--- src/rtl/spr_dma_pkg.sv ---
package spr_dma_pkg;

    typedef enum logic [2:0] {
        ST_IDLE,
        ST_ALIGN_X,
        ST_ALIGN,
        ST_RD,
        ST_WR
    } dma_state_e;

endpackage

--- src/rtl/spr_dma_parity.sv ---
module spr_dma_parity (
    input  logic clk,
    input  logic rst_n,
    output logic odd
);

    typedef struct packed {
        logic par;
    } par_reg_t;

    par_reg_t par_d, par_q;

    always_comb begin
        par_d     = par_q;
        par_d.par = ~par_q.par;
    end

    always_ff @(posedge clk) begin
        if (!rst_n) par_q <= '0;
        else        par_q <= par_d;
    end

    assign odd = par_q.par;

    AST_PAR_TOGGLE: assert property (@(posedge clk) disable iff (!rst_n)
        $past(rst_n) |-> (odd != $past(odd)));

endmodule

--- src/rtl/spr_dma_seq.sv ---
module spr_dma_seq
    import spr_dma_pkg::*;
#(
    parameter int PAGE_BYTES = 256,
    localparam int IDX_W = $clog2(PAGE_BYTES),
    localparam int CNT_W = $clog2(PAGE_BYTES + 1)
) (
    input  logic             clk,
    input  logic             rst_n,
    input  logic             trig_hit,
    input  logic             odd,
    output logic             accept,
    output dma_state_e       state,
    output logic [IDX_W-1:0] idx,
    output logic [CNT_W-1:0] left
);

    typedef struct packed {
        dma_state_e       st;
        logic [IDX_W-1:0] idx;
        logic [CNT_W-1:0] left;
    } seq_reg_t;

    seq_reg_t seq_d, seq_q;

    always_comb begin
        seq_d  = seq_q;
        accept = 1'b0;
        case (seq_q.st)
            ST_IDLE: begin
                if (trig_hit) begin
                    accept     = 1'b1;
                    seq_d.st   = odd ? ST_ALIGN_X : ST_ALIGN;
                    seq_d.idx  = '0;
                    seq_d.left = CNT_W'(PAGE_BYTES);
                end
            end
            ST_ALIGN_X: seq_d.st = ST_ALIGN;
            ST_ALIGN:   seq_d.st = ST_RD;
            ST_RD:      seq_d.st = ST_WR;
            ST_WR: begin
                seq_d.left = seq_q.left - 1'b1;
                seq_d.idx  = seq_q.idx + 1'b1;
                seq_d.st   = (seq_q.left == CNT_W'(1)) ? ST_IDLE : ST_RD;
            end
            default: seq_d.st = ST_IDLE;
        endcase
    end

    always_ff @(posedge clk) begin
        if (!rst_n) begin
            seq_q.st   <= ST_IDLE;
            seq_q.idx  <= '0;
            seq_q.left <= '0;
        end else begin
            seq_q <= seq_d;
        end
    end

    assign state = seq_q.st;
    assign idx   = seq_q.idx;
    assign left  = seq_q.left;

    AST_IDX_TRACKS_LEFT: assert property (@(posedge clk) disable iff (!rst_n)
        (state == ST_RD) |-> (CNT_W'(idx) + left == CNT_W'(PAGE_BYTES)));

endmodule

--- src/rtl/spr_dma_datapath.sv ---
module spr_dma_datapath
    import spr_dma_pkg::*;
#(
    parameter int ADDR_W     = 16,
    parameter int DATA_W     = 8,
    parameter int PAGE_BYTES = 256,
    parameter logic [ADDR_W-1:0] PORT_ADDR = 16'h2004,
    localparam int IDX_W  = $clog2(PAGE_BYTES),
    localparam int PAGE_W = ADDR_W - IDX_W
) (
    input  logic              clk,
    input  logic              rst_n,
    input  logic              accept,
    input  logic [DATA_W-1:0] page_in,
    input  dma_state_e        state,
    input  logic [IDX_W-1:0]  idx,
    input  logic [DATA_W-1:0] bus_rdata,
    output logic [ADDR_W-1:0] bus_addr,
    output logic [DATA_W-1:0] bus_wdata,
    output logic              bus_rd,
    output logic              bus_wr
);

    typedef struct packed {
        logic [PAGE_W-1:0] page;
        logic [DATA_W-1:0] data;
    } dp_reg_t;

    dp_reg_t dp_d, dp_q;

    always_comb begin
        dp_d = dp_q;
        if (accept)          dp_d.page = page_in[PAGE_W-1:0];
        if (state == ST_RD)  dp_d.data = bus_rdata;
    end

    always_ff @(posedge clk) begin
        if (!rst_n) dp_q <= '0;
        else        dp_q <= dp_d;
    end

    always_comb begin
        bus_addr  = '0;
        bus_wdata = '0;
        bus_rd    = 1'b0;
        bus_wr    = 1'b0;
        case (state)
            ST_RD: begin
                bus_addr = {dp_q.page, idx};
                bus_rd   = 1'b1;
            end
            ST_WR: begin
                bus_addr  = PORT_ADDR;
                bus_wdata = dp_q.data;
                bus_wr    = 1'b1;
            end
            default: ;
        endcase
    end

    AST_WDATA_FROM_READ: assert property (@(posedge clk) disable iff (!rst_n)
        bus_rd |=> (bus_wr && bus_wdata == $past(bus_rdata)));

    AST_WR_PORT: assert property (@(posedge clk) disable iff (!rst_n)
        bus_wr |-> (bus_addr == PORT_ADDR));

endmodule

--- src/rtl/spr_dma_top.sv ---
module spr_dma_top
    import spr_dma_pkg::*;
#(
    parameter int ADDR_W     = 16,
    parameter int DATA_W     = 8,
    parameter int PAGE_BYTES = 256,
    parameter logic [ADDR_W-1:0] TRIG_ADDR = 16'h4014,
    parameter logic [ADDR_W-1:0] PORT_ADDR = 16'h2004,
    localparam int IDX_W = $clog2(PAGE_BYTES),
    localparam int CNT_W = $clog2(PAGE_BYTES + 1)
) (
    input  logic              clk,
    input  logic              rst_n,
    input  logic              cpu_wr_en,
    input  logic [ADDR_W-1:0] cpu_wr_addr,
    input  logic [DATA_W-1:0] cpu_wr_data,
    input  logic [DATA_W-1:0] bus_rdata,
    output logic [ADDR_W-1:0] bus_addr,
    output logic [DATA_W-1:0] bus_wdata,
    output logic              bus_rd,
    output logic              bus_wr,
    output logic              cpu_halt,
    output logic              dma_busy,
    output logic [CNT_W-1:0]  bytes_left
);

    logic             odd;
    logic             trig_hit;
    logic             accept;
    dma_state_e       state;
    logic [IDX_W-1:0] idx;

    assign trig_hit = cpu_wr_en && (cpu_wr_addr == TRIG_ADDR);

    spr_dma_parity u_par (
        .clk   (clk),
        .rst_n (rst_n),
        .odd   (odd)
    );

    spr_dma_seq #(
        .PAGE_BYTES (PAGE_BYTES)
    ) u_seq (
        .clk      (clk),
        .rst_n    (rst_n),
        .trig_hit (trig_hit),
        .odd      (odd),
        .accept   (accept),
        .state    (state),
        .idx      (idx),
        .left     (bytes_left)
    );

    spr_dma_datapath #(
        .ADDR_W     (ADDR_W),
        .DATA_W     (DATA_W),
        .PAGE_BYTES (PAGE_BYTES),
        .PORT_ADDR  (PORT_ADDR)
    ) u_dp (
        .clk       (clk),
        .rst_n     (rst_n),
        .accept    (accept),
        .page_in   (cpu_wr_data),
        .state     (state),
        .idx       (idx),
        .bus_rdata (bus_rdata),
        .bus_addr  (bus_addr),
        .bus_wdata (bus_wdata),
        .bus_rd    (bus_rd),
        .bus_wr    (bus_wr)
    );

    assign cpu_halt = (state != ST_IDLE);
    assign dma_busy = (state != ST_IDLE);

    AST_STROBE_EXCL: assert property (@(posedge clk) disable iff (!rst_n)
        !(bus_rd && bus_wr));

    AST_STROBE_HALTED: assert property (@(posedge clk) disable iff (!rst_n)
        (bus_rd || bus_wr) |-> cpu_halt);

    AST_START_LOAD: assert property (@(posedge clk) disable iff (!rst_n)
        (trig_hit && !dma_busy) |=> (cpu_halt && bytes_left == CNT_W'(PAGE_BYTES)));

    AST_COUNT_DEC: assert property (@(posedge clk) disable iff (!rst_n)
        bus_wr |=> (bytes_left == $past(bytes_left) - 1'b1));

    AST_RELEASE: assert property (@(posedge clk) disable iff (!rst_n)
        (bus_wr && bytes_left == CNT_W'(1)) |=> (!cpu_halt && !dma_busy));

    AST_IGNORE_OTHER: assert property (@(posedge clk) disable iff (!rst_n)
        (!dma_busy && !trig_hit) |=> !cpu_halt);

endmodule

--- config.mk ---
export PLATFORM = sky130hd
export DESIGN_NAME = spr_dma_top
export DESIGN_NICKNAME = d
export VERILOG_FILES = /design/src/rtl/spr_dma_pkg.sv /design/src/rtl/spr_dma_parity.sv /design/src/rtl/spr_dma_seq.sv /design/src/rtl/spr_dma_datapath.sv /design/src/rtl/spr_dma_top.sv
export SDC_FILE = /design/constraint.sdc
export NUM_CORES = 1
export LEC_CHECK = 0
export ABC_AREA = 1
export BUFFER_PORTS_ARGS = -buffer_cell sky130_fd_sc_hd__buf_2
export CAP_MARGIN = 20
export CORE_MARGIN = 1
export CORE_UTILIZATION = 49
export CTS_BUF_LIST = sky130_fd_sc_hd__clkbuf_8 sky130_fd_sc_hd__clkbuf_16
export DETAILED_ROUTE_END_ITERATION = 7
export PLACE_DENSITY = 0.78
export SETUP_SLACK_MARGIN = 0.4
export SLEW_MARGIN = 20
export SYNTH_ARGS = -nofsm -noshare
export SYNTH_HDL_FRONTEND = slang
export SYNTH_SLANG_ARGS = --single-unit
--- constraint.sdc ---
create_clock -name clk -period 1.4 [get_ports clk]
set_input_delay 0.28 -clock clk [delete_from_list [all_inputs] [get_ports clk]]
set_output_delay 0.28 -clock clk [all_outputs]
set_load 0.05 [all_outputs]
==> impl_metrics.toml, run 1 <==
[yosys]
synth_nets = 328
syn_area_sq_um = 1900
avgSynthCellArea_sq_um = 6.56
synth-seq-area-share_pct = 38.9
ys_ff_latch = 37
yosysTopAreaCell = "dfxtp_1"
synth_area_leaders = "dfxtp_1, nor2_1, inv_1"
synthDistinctLibCells = 26
synth_top_area_share_pct = 38.9
syn_inst = 290
yosysWarningCount = 0

[floorplan]
ioPinCount = 72
initial_core_util_pct = 51.6
die_h_um = 64.3
die_w_um = 64.3
rows = 22

[run_status]
outcome = "stopped before the end"
lastStage = "global routing"
error_line = "[ERROR DPL-0038] Utilization greater than 100%, impossible to legalize"

[global_route]
grt_max_degree = 28

[placement]
gp_congestion = 0.795
dp_hpwl_um = 3480
place.port_buffers = 71

[clock_network]
htreeDepth = 2
clock_sinks = 37
cts_buffers = 5
cts_hold_buffers = 0
cts-root-buf = "clkbuf_8"
clockBufferDepth = 2

[sta]
worstEpCategory = "output port"
postGrtWorstEndpoint = "bus_addr[10]"
timing repair:
| action | in CTS |
|---|---|
| setup endpoints to repair | 72 |
| pin swaps | 21 |
| resized for setup | 156 |
| setup buffers | 18 |
| gates cloned | 3 |
logic make-up after synthesis:
| logic type | count (synthesis) | share of synthesized area (%) |
|---|---|---|
| buf+inv | 57 | 12.4 |
| fa+ha+maj | 3 | 1.97 |
| compound gates | 55 | 14.6 |
| flops | 37 | 38.9 |
| simple gates | 138 | 32.1 |
through the flow:
step / setup WS (ns) / cells / hold WS [ns] / area (sq um) / setup TNS [ns]
floorplan: -0.223 / 290 / 0.410 / 2270 / -3.33
global placement: 0.00175 / 415 / 0.428 / 2740 / 0
detailed placement: -0.0367 / 415 / 0.434 / 2740 / -0.129
CTS: -0.224 / 444 / 0.219 / 3530 / -6.50
synthesized netlist by cell type:
cell      number
a21oi_1       24
and2_0         1
buf_2          5
buf_4          2
buf_6          1
clkbuf_1       3
clkinv_1       1
dfxtp_1       37
ha_1           3
inv_1         43
inv_2          2
nand2_1       34
nand2_2        1
nand3_1       21
nand3_2        1
nand4_1        3
nand4_4        1
nor2_1        67
nor2_2         1
nor2_4         2
nor3_1         3
nor3b_1        1
o211ai_1       1
o21ai_0       30
or2_1          1
or2_2          1
==> run 2, diff against run 1 <==
--- a/config.mk
+++ b/config.mk
@@ -9,11 +9,9 @@
 export BUFFER_PORTS_ARGS = -buffer_cell sky130_fd_sc_hd__buf_2
 export CAP_MARGIN = 20
 export CORE_MARGIN = 1
-export CORE_UTILIZATION = 49
-export CTS_BUF_LIST = sky130_fd_sc_hd__clkbuf_8 sky130_fd_sc_hd__clkbuf_16
+export CORE_UTILIZATION = 40
 export DETAILED_ROUTE_END_ITERATION = 7
-export PLACE_DENSITY = 0.78
-export SETUP_SLACK_MARGIN = 0.4
+export PLACE_DENSITY_LB_ADDON = 0.15
 export SLEW_MARGIN = 20
 export SYNTH_ARGS = -nofsm -noshare
 export SYNTH_HDL_FRONTEND = slang
==> run 2 against run 1 <==
Synthesized area did not move. Synthesized cell count did not move. The flow now finishes, with violations (design-rule violations, negative setup slack).
==> impl_metrics.toml, run 2 <==
[run_status]
outcome = "finished, violations left"
violations = "design-rule violations, negative setup slack"

[finish]
largest_register = "u_dp.dp_q"
mostFrequentLayoutCells = "buf_2, inv_1, nor2_1"
final_common_cell = "buf_2"
layout.nets = 427
reg.largest.list = "u_dp.dp_q: 16 flops, u_seq.left: 9 flops, u_seq.idx: 8 flops"
area_delta_synth_final_pct = 77.0
drive_gt1_share_pct = 49.7
antenna_cells = 0
largest_reg_flops = 16
final_cell_area_sq_um = 3370
stdcell_count = 442

[setup_path]
critPathBufInv = 3
cp.arrival_ns = 1.36
timing.rr.start = "u_seq.state[0]"
cpPeakStageDelay_ns = 0.38
worstPathCellList = "nand2_4 > nor2_4 > buf_4 > buf_4 > nand2_2 > nand2_4 > buf_8"
reg2reg_slack_ns = -0.17
required_ns = 1.12
path_class = "flop to output pin"
cp_max_fo = 3
cpMaxStageDelayCell = "dfxtp_4"
path_delay_family = "flip-flops"
start_kind = "flop"
r2r-end = "u_seq.left[4]"
rr_worst_depth = 10
worstSetupEndpointType = "output pin"

[power]
fin_total_pwr_mw = 2.11
vdd.ir_drop.worst_mv = 0.412
leakage_nw = 1.39
p_per_area_nw_per_um2 = 628

[route]
vias = 2157
drcViolationCount = 5
drt_wl_total_um = 5710
firstDrtPassIters = 6
avgViaCountPerCell = 4.88
ant_nets = 0
first_iter_violations = 60
wl_per_cell_um = 12.9

[yosys]
synthDistinctLibCells = 26
yosysWarningCount = 0
synth_nets = 328
synth-edff-count = 0
avgSynthCellArea_sq_um = 6.56
async_flop_share_pct = 0
synth-seq-area-share_pct = 38.9
syn_inst = 290
synth_top_area_share_pct = 38.9
synth_area_leaders = "dfxtp_1, nor2_1, inv_1"
synth_top_cells_by_count = "nor2_1, inv_1, dfxtp_1"
ys_ff_latch = 37
synth_flop_cell = "dfxtp_1"
syn_area_sq_um = 1900
yosysMostFrequentCell = "nor2_1"
yosysTopAreaCell = "dfxtp_1"

[clock_network]
htreeDepth = 2
cts_hold_buffers = 0
clk_latency_ns = 0.28
cts_tree = "done"
clk_pin_slew_worst_paths_ns = 0.07
clockBufferDepth = 2
cts-root-buf = "clkbuf_8"
cts_buffers = 5
clock_sinks = 37

[sta]
finalHoldViolations = 0
fin_ws_ns = -0.236
setup_viol = 52
fmax_mhz = 611
worstMarginPinSlew_ns = 0.429
maxSlewHeadroom_pct = 71.2
timing.final.crit_period_ns = 1.64
rsz0062_at_grt = "true"
slew_viol_final = 0
worst_clock_skew_ns = 0.00396
fin_crit_sh_pct = 117

[global_route]
grt_pass1_vias = 1872
track_usage_pct = 20.9
antenna_found_initial = 0
grt_max_degree = 28
grt_pass1_wl_um = 8340
grt_overflow_total = 0

[placement]
dp_hpwl_um = 3440
dp.cells = 422
dpl_cell_area_sq_um = 2650
place.port_buffers = 71
gp_congestion = 0.766

[floorplan]
ioPinCount = 72
die_h_um = 71.0
core_sq_um = 4470
die_area_sq_um = 5030
initial_core_util_pct = 42.5
rows = 24
die_w_um = 71.0

[worst_hold_path]
hold_end = "u_dp.dp_q[10]"
min_path_cells = 3
worst_hold_startpoint = "cpu_wr_data[2]"
hold_class = "primary input to flop"

[job]
drv_cap = 0
[run 2: kinds of logic after synthesis]
logic type               share of synthesized area, %
AO/OA/AOI/OAI                                    14.6
adder cells (fa/ha/maj)                          1.97
buffers and inverters                            12.4
flip-flops                                       38.9
AND/OR/NAND/NOR                                  32.1
[run 2: worst min-delay path: stages]
cell and delay [ns]:
buf_2 0.09, o21ai_2 0.05, nor2_1 0.07
[run 2: layout make-up]
type,count,area [sq um]
timing repair buffer,103,915
sequential,37,752
multi-input combinational,196,1330
tap,52,65.1
inverter,46,188
fill,334,1110
clock inverter,1,30.0
clock buffer,7,86.3
[run 2: per-stage QoR]
stage | hold WS (ns) | utilization, % | setup TNS (ns) | worst slack, ns
after global routing | 0.246 | 75.2 | -12.07 | -0.281
after detailed placement | 0.437 | 59.2 | -0.597 | -0.0378
after floorplan | 0.410 | - | -3.01 | -0.223
after CTS | 0.226 | 69.2 | -6.66 | -0.211
after global placement | 0.429 | 59.2 | -0.0828 | -0.0111
final | 0.238 | 75.2 | -8.80 | -0.236
[run 2: layer usage]
metal  part of all wire, %  GRT usage [%]
met4                   1.0           7.56
met1                    42           25.9
met2                    52           36.3
met3                   4.3           3.85
met5                     0              0
[run 2: worst max-delay path by stage]
stage / startpoint / to / slack (ns) / depth (start not counted)
finish: u_seq.state[0] / bus_addr[13] / -0.24 / 7
global route: u_seq.state[0] / bus_addr[13] / -0.28 / 7
CTS: u_seq.state[1] / bus_addr[2] / -0.21 / 6
detailed placement: cpu_wr_addr[3] / u_dp.dp_q[15] / -0.04 / 8
global placement: u_seq.state[1] / bus_addr[10] / -0.01 / 6
floorplan: u_seq.state[1] / bus_addr[0] / -0.22 / 5
[run 2: what timing repair did]
action                     in CTS  in global routing
buffers inserted                7                  3
gates resized for setup        79                 65
setup endpoints to repair      28                 58
pin swaps                       9                 14
gates cloned                    2                  1
[run 2: where the power goes]
group          internal (mW)  total (mW)  switching [mW]
logic                 0.0544       0.114          0.0599
registers               1.05        1.05         0.00133
clock network          0.581       0.947           0.366
No activity file was read; power rests on OpenSTA's default activity.
==> run 3, diff against run 2 <==
--- a/config.mk
+++ b/config.mk
@@ -7,11 +7,10 @@
 export LEC_CHECK = 0
 export ABC_AREA = 1
 export BUFFER_PORTS_ARGS = -buffer_cell sky130_fd_sc_hd__buf_2
-export CAP_MARGIN = 20
 export CORE_MARGIN = 1
 export CORE_UTILIZATION = 40
 export DETAILED_ROUTE_END_ITERATION = 7
-export PLACE_DENSITY_LB_ADDON = 0.15
+export PLACE_DENSITY = 0.72
 export SLEW_MARGIN = 20
 export SYNTH_ARGS = -nofsm -noshare
 export SYNTH_HDL_FRONTEND = slang
==> run 3 against run 2 <==
The flow still finishes with violations (design-rule violations, negative setup slack). Register-to-register slack is essentially flat. Clock skew grew 0.0023 ns. Utilization grew 2.1 points. Routed wire length shrank 0.58%. Die area is the same. Largest cell class unchanged.
==> impl_metrics.toml, run 3 (same netlist as run 2, synthesis figures left out) <==
[clock_network]
cts-root-buf = "clkbuf_8"
clock_sinks = 37
cts_tree = "done"
cts_buffers = 5
cts_hold_buffers = 0
htreeDepth = 2
clockBufferDepth = 2
clk_pin_slew_worst_paths_ns = 0.08
clk_latency_ns = 0.30

[power]
leakage_nw = 1.42
p_per_area_nw_per_um2 = 619
vdd.ir_drop.worst_mv = 0.408

[floorplan]
die_area_sq_um = 5030
rows = 24
core_sq_um = 4470
initial_core_util_pct = 42.5
die_h_um = 71.0
ioPinCount = 72
die_w_um = 71.0

[setup_path]
worstSetupStartpoint = "u_seq.state[0]"
timing.rr.start = "u_seq.state[0]"
r2r-end = "u_dp.dp_q[8]"
reg2reg_slack_ns = -0.17
required_ns = 1.12
start_kind = "flop"
worstSetupEndpointType = "output pin"
critPathCapture = "bus_addr[2]"
rr_worst_depth = 9
cp_max_fo = 4
cp.arrival_ns = 1.37
path_class = "flop to output pin"

[global_route]
grt_overflow_total = 0
track_usage_pct = 20.8
grtUsageMet3_pct = 4.56
antenna_found_initial = 0
use_met2_pct = 35.7
grt_use_met1_pct = 25.5
gr-max-usage-layer = "met2"
grt_max_degree = 17
grt_pass1_vias = 1893
grt_pass1_wl_um = 8290

[route]
firstDrtPassIters = 6
ant_nets = 0
vias = 2199
drcViolationCount = 5
wl_per_cell_um = 12.8
first_iter_violations = 113
drt_wl_total_um = 5680
avgViaCountPerCell = 4.94

[finish]
reg.largest.list = "u_dp.dp_q: 16 flops, u_seq.left: 9 flops, u_seq.idx: 8 flops"
mostFrequentLayoutCells = "buf_2, nor2_1, inv_1"
largest_register = "u_dp.dp_q"
multi_input_area_sq_um = 1340
area_delta_synth_final_pct = 82.0
final_common_cell = "buf_2"
nFillCells = 302
layout.nets = 430
final_cell_area_sq_um = 3460
ff_latch_area_sq_um = 752
largest_reg_flops = 16
antenna_cells = 0
postLayoutCoreUtil_pct = 77.3
drive_gt1_share_pct = 51.1

[run_status]
violations = "design-rule violations, negative setup slack"
outcome = "finished, violations left"

[worst_hold_path]
hold_class = "primary input to flop"

[placement]
place.port_buffers = 71
dpl_cell_area_sq_um = 2660
dp_hpwl_um = 3470
dp_slack_ns = -0.0299
gp_congestion = 0.788

[sta]
fin_crit_sh_pct = 118
setup_viol = 53
slew_viol_final = 0
fin_ws_ns = -0.254
rsz0062_at_grt = "true"
worstMarginPinSlew_ns = 0.342
worst_clock_skew_ns = 0.00624
finalHoldViolations = 0
maxSlewHeadroom_pct = 77.1
fmax_mhz = 605
timing.final.crit_period_ns = 1.65

[job]
drv_cap = 0
==> run 3: area by class of cell <==
type	instances	share of cell area [%]
clock buffers	6	2.39
inverters	46	5.86
clock inverters	2	1.08
flip-flops and latches	37	21.7
repair buffers	106	28.4
multi-input cells	196	38.7
well taps	52	1.88
==> run 3: metrics by stage <==
stage | TNS, ns | cells | power, mW | hold WS (ns)
3_3_place_gp | -0.00840 | 421 | 1.18 | 0.428
5_1_grt | -12.56 | 445 | 2.22 | 0.217
4_1_cts | -5.27 | 437 | 2.14 | 0.216
6_report | -8.83 | 445 | 2.14 | 0.219
2_1_floorplan | -3.01 | 290 | 1.12 | 0.410
3_5_place_dp | -0.216 | 421 | 1.18 | 0.433
==> run 3: what timing repair did <==
item                                    4_1_cts  5_1_grt
pin swaps                                     9       11
cloned                                        1        2
resized for setup                            86       72
buffers inserted                              9        6
hold endpoints to repair                      0        0
endpoints found under the setup margin       30       63
==> run 3: how the worst min path moves through the flow <==
stage	start	endpoint	slack, ns	cells after the start
CTS	cpu_wr_data[0]	u_dp.dp_q[8]	0.22	3
global route	cpu_wr_data[0]	u_dp.dp_q[8]	0.22	3
finish	cpu_wr_data[1]	u_dp.dp_q[9]	0.22	3
global placement	u_par.odd	u_par.odd	0.43	1
detailed placement	u_par.odd	u_par.odd	0.43	1
floorplan	u_par.odd	u_par.odd	0.41	1
==> run 3: routing by layer <==
layer	wire [um]	vias up
met3	256	7
met4	79	0
met5	0	-
met2	3040	71
li1	-	1117
met1	2310	1004
==> run 3: where the power goes <==
part | switching (mW) | total [mW] | internal [mW] | leakage [nW]
combinational | 0.0598 | 0.117 | 0.0569 | 1.06
clock | 0.397 | 0.976 | 0.579 | 0.0574
sequential | 0.00135 | 1.05 | 1.05 | 0.301
==> run 3: worst max-delay path, stage by stage, from the launching register on <==
cell and delay, ns:
dfxtp_4 0.39, nand2_4 0.06, nor2_4 0.12, inv_4 0.09, buf_6 0.13, o21ai_4 0.12, buf_6 0.17
==> run 4, diff against run 3 <==
--- a/config.mk
+++ b/config.mk
@@ -9,8 +9,10 @@
 export BUFFER_PORTS_ARGS = -buffer_cell sky130_fd_sc_hd__buf_2
 export CORE_MARGIN = 1
 export CORE_UTILIZATION = 40
+export CTS_BUF_LIST = sky130_fd_sc_hd__clkbuf_2
 export DETAILED_ROUTE_END_ITERATION = 7
 export PLACE_DENSITY = 0.72
+export SETUP_SLACK_MARGIN = 0.1
 export SLEW_MARGIN = 20
 export SYNTH_ARGS = -nofsm -noshare
 export SYNTH_HDL_FRONTEND = slang
==> run 4 against run 3 <==
The run still ends with design-rule violations, negative setup slack left. First-iteration DRC count is 2.7% higher. Sequential share of layout area is 1.3 points higher. Total power is 24% lower. Worst setup slack worse by 0.11 ns. Critical path depth stayed put. Clock skew is 0.0060 ns higher.
==> impl_metrics.toml, run 4 (same netlist as run 2, synthesis figures left out) <==
[run_status]
outcome = "finished, violations left"
violations = "design-rule violations, negative setup slack"

[route]
drcViolationCount = 4
vias = 2231
firstDrtPassIters = 7
first_iter_violations = 116
drt_wl_total_um = 5680
wl_per_cell_um = 12.8
avgViaCountPerCell = 5.05
ant_nets = 0

[setup_path]
worstPathCellList = "nand2_4 > nor2_4 > inv_4 > buf_12 > o21ai_4 > buf_6"
start_kind = "flop"
path_delay_family = "flip-flops"
required_ns = 1.12
worstSetupStartpoint = "u_seq.state[0]"
cpMaxStageDelayCell = "dfxtp_4"
timing.rr.start = "u_seq.state[0]"
cpPeakStageDelay_ns = 0.42
critPathBufInv = 3
worstSetupEndpointType = "output pin"
cp_max_fo = 5
path_class = "flop to output pin"
cp.arrival_ns = 1.48

[clock_network]
cts_hold_buffers = 0
clockBufferDepth = 2
clk_pin_slew_worst_paths_ns = 0.17
cts_buffers = 5
cts_tree = "done"
htreeDepth = 2
cts-root-buf = "clkbuf_2"
clk_latency_ns = 0.40
clock_sinks = 37

[finish]
largest_register = "u_dp.dp_q"
nFillCells = 328
antenna_cells = 0
postLayoutCoreUtil_pct = 74.3
reg.largest.list = "u_dp.dp_q: 16 flops, u_seq.left: 9 flops, u_seq.idx: 8 flops"
largest_reg_flops = 16
drive_gt1_share_pct = 50.0
layout.nets = 428
mostFrequentLayoutCells = "inv_1, nor2_1, buf_6"
area_delta_synth_final_pct = 74.9

[worst_hold_path]
hold_class = "primary input to flop"
worst_hold_startpoint = "cpu_wr_data[1]"

[global_route]
antenna_found_initial = 0
grt_pass1_vias = 2052
grt_max_degree = 28
grt_overflow_total = 0
grt_pass1_wl_um = 8860
track_usage_pct = 22.2

[sta]
maxSlewHeadroom_pct = 71.3
fin_ws_ns = -0.365
timing.final.crit_period_ns = 1.76
slew_viol_final = 0
fin_setup_tns_ns = -11.35
rsz0062_at_grt = "true"
fmax_mhz = 567
fin_crit_sh_pct = 126
worstMarginPinSlew_ns = 0.430
finalHoldViolations = 0
setup_viol = 55
worst_clock_skew_ns = 0.0122

[placement]
dp_hpwl_um = 3480
gp_congestion = 0.859
place.port_buffers = 71

[job]
drv_cap = 0

[floorplan]
initial_core_util_pct = 42.5
die_h_um = 71.0
die_area_sq_um = 5030
ioPinCount = 72
die_w_um = 71.0
core_sq_um = 4470
rows = 24

[power]
p_per_area_nw_per_um2 = 491
leakage_nw = 1.35
vdd.ir_drop.worst_mv = 0.341
[run 4: cell types whose count changed in the layout (fill, tap and decap cells not counted), sizes merged]
| cell | delta |
|---|---|
| bufinv | -1 |
| clkinvlp | +1 |
| buf | -1 |
| clkbuf | -2 |
[run 4: path summary, 6_finish.rpt]
check                  end  cells past startpoint  slack [ns]
max reg2reg  u_dp.dp_q[13]                      9       -0.15
min reg2reg      u_par.odd                      1        0.47
min           u_dp.dp_q[9]                      3        0.12
max            bus_addr[2]                      6       -0.36
[run 4: what timing repair did]
item,4_1_cts,5_1_grt
pin swaps,13,12
setup buffers,6,8
gates resized for setup,114,53
gates cloned,3,0
endpoints found under the setup margin,54,70
[run 4: cell type report]
type	count	area (sq um)	area share, %
Clock buffer	5	25.0	0.752
Clock inverter	2	11.3	0.339
Inverter	46	191	5.76
Multi-Input combinational cell	196	1290	38.7
Sequential cell	37	766	23.0
Tap cell	52	65.1	1.96
Timing Repair Buffer	104	980	29.5
[run 4: metal layers]
metal,GRT usage [%],vias to the layer above,part of all wire [%]
met5,0,-,0
met4,8.00,0,2.0
met3,4.13,12,5.2
met2,38.6,93,51
met1,27.4,1013,41
li1,-,1113,-
[run 4: tightest hold or removal path: cells and delay by family]
kind	cells	cell delay [ns]
AND/OR/NAND/NOR	1	0.07
AO/OA/AOI/OAI	1	0.05
buffers and inverters	1	0.08
[run 4: metrics by stage]
| stage | std cells | power (mW) | hold WS (ns) | setup WS, ns | cell area, sq um |
|---|---|---|---|---|---|
| 2_1_floorplan | 290 | 1.12 | 0.410 | -0.223 | 2160 |
| 3_3_place_gp | 420 | 1.17 | 0.430 | -0.0156 | 2650 |
| 3_5_place_dp | 420 | 1.17 | 0.447 | -0.0349 | 2650 |
| 4_1_cts | 436 | 1.63 | 0.0973 | -0.384 | 3130 |
| 5_1_grt | 442 | 1.69 | 0.0954 | -0.462 | 3330 |
| 6_report | 442 | 1.63 | 0.116 | -0.365 | 3330 |
[run 4: where the power goes]
group / total [mW] / switching (mW) / leakage (nW) / internal [mW]
Clock: 0.463 / 0.356 / 0.0225 / 0.107
Combinational: 0.119 / 0.0617 / 1.02 / 0.0570
Sequential: 1.05 / 0.00143 / 0.306 / 1.05
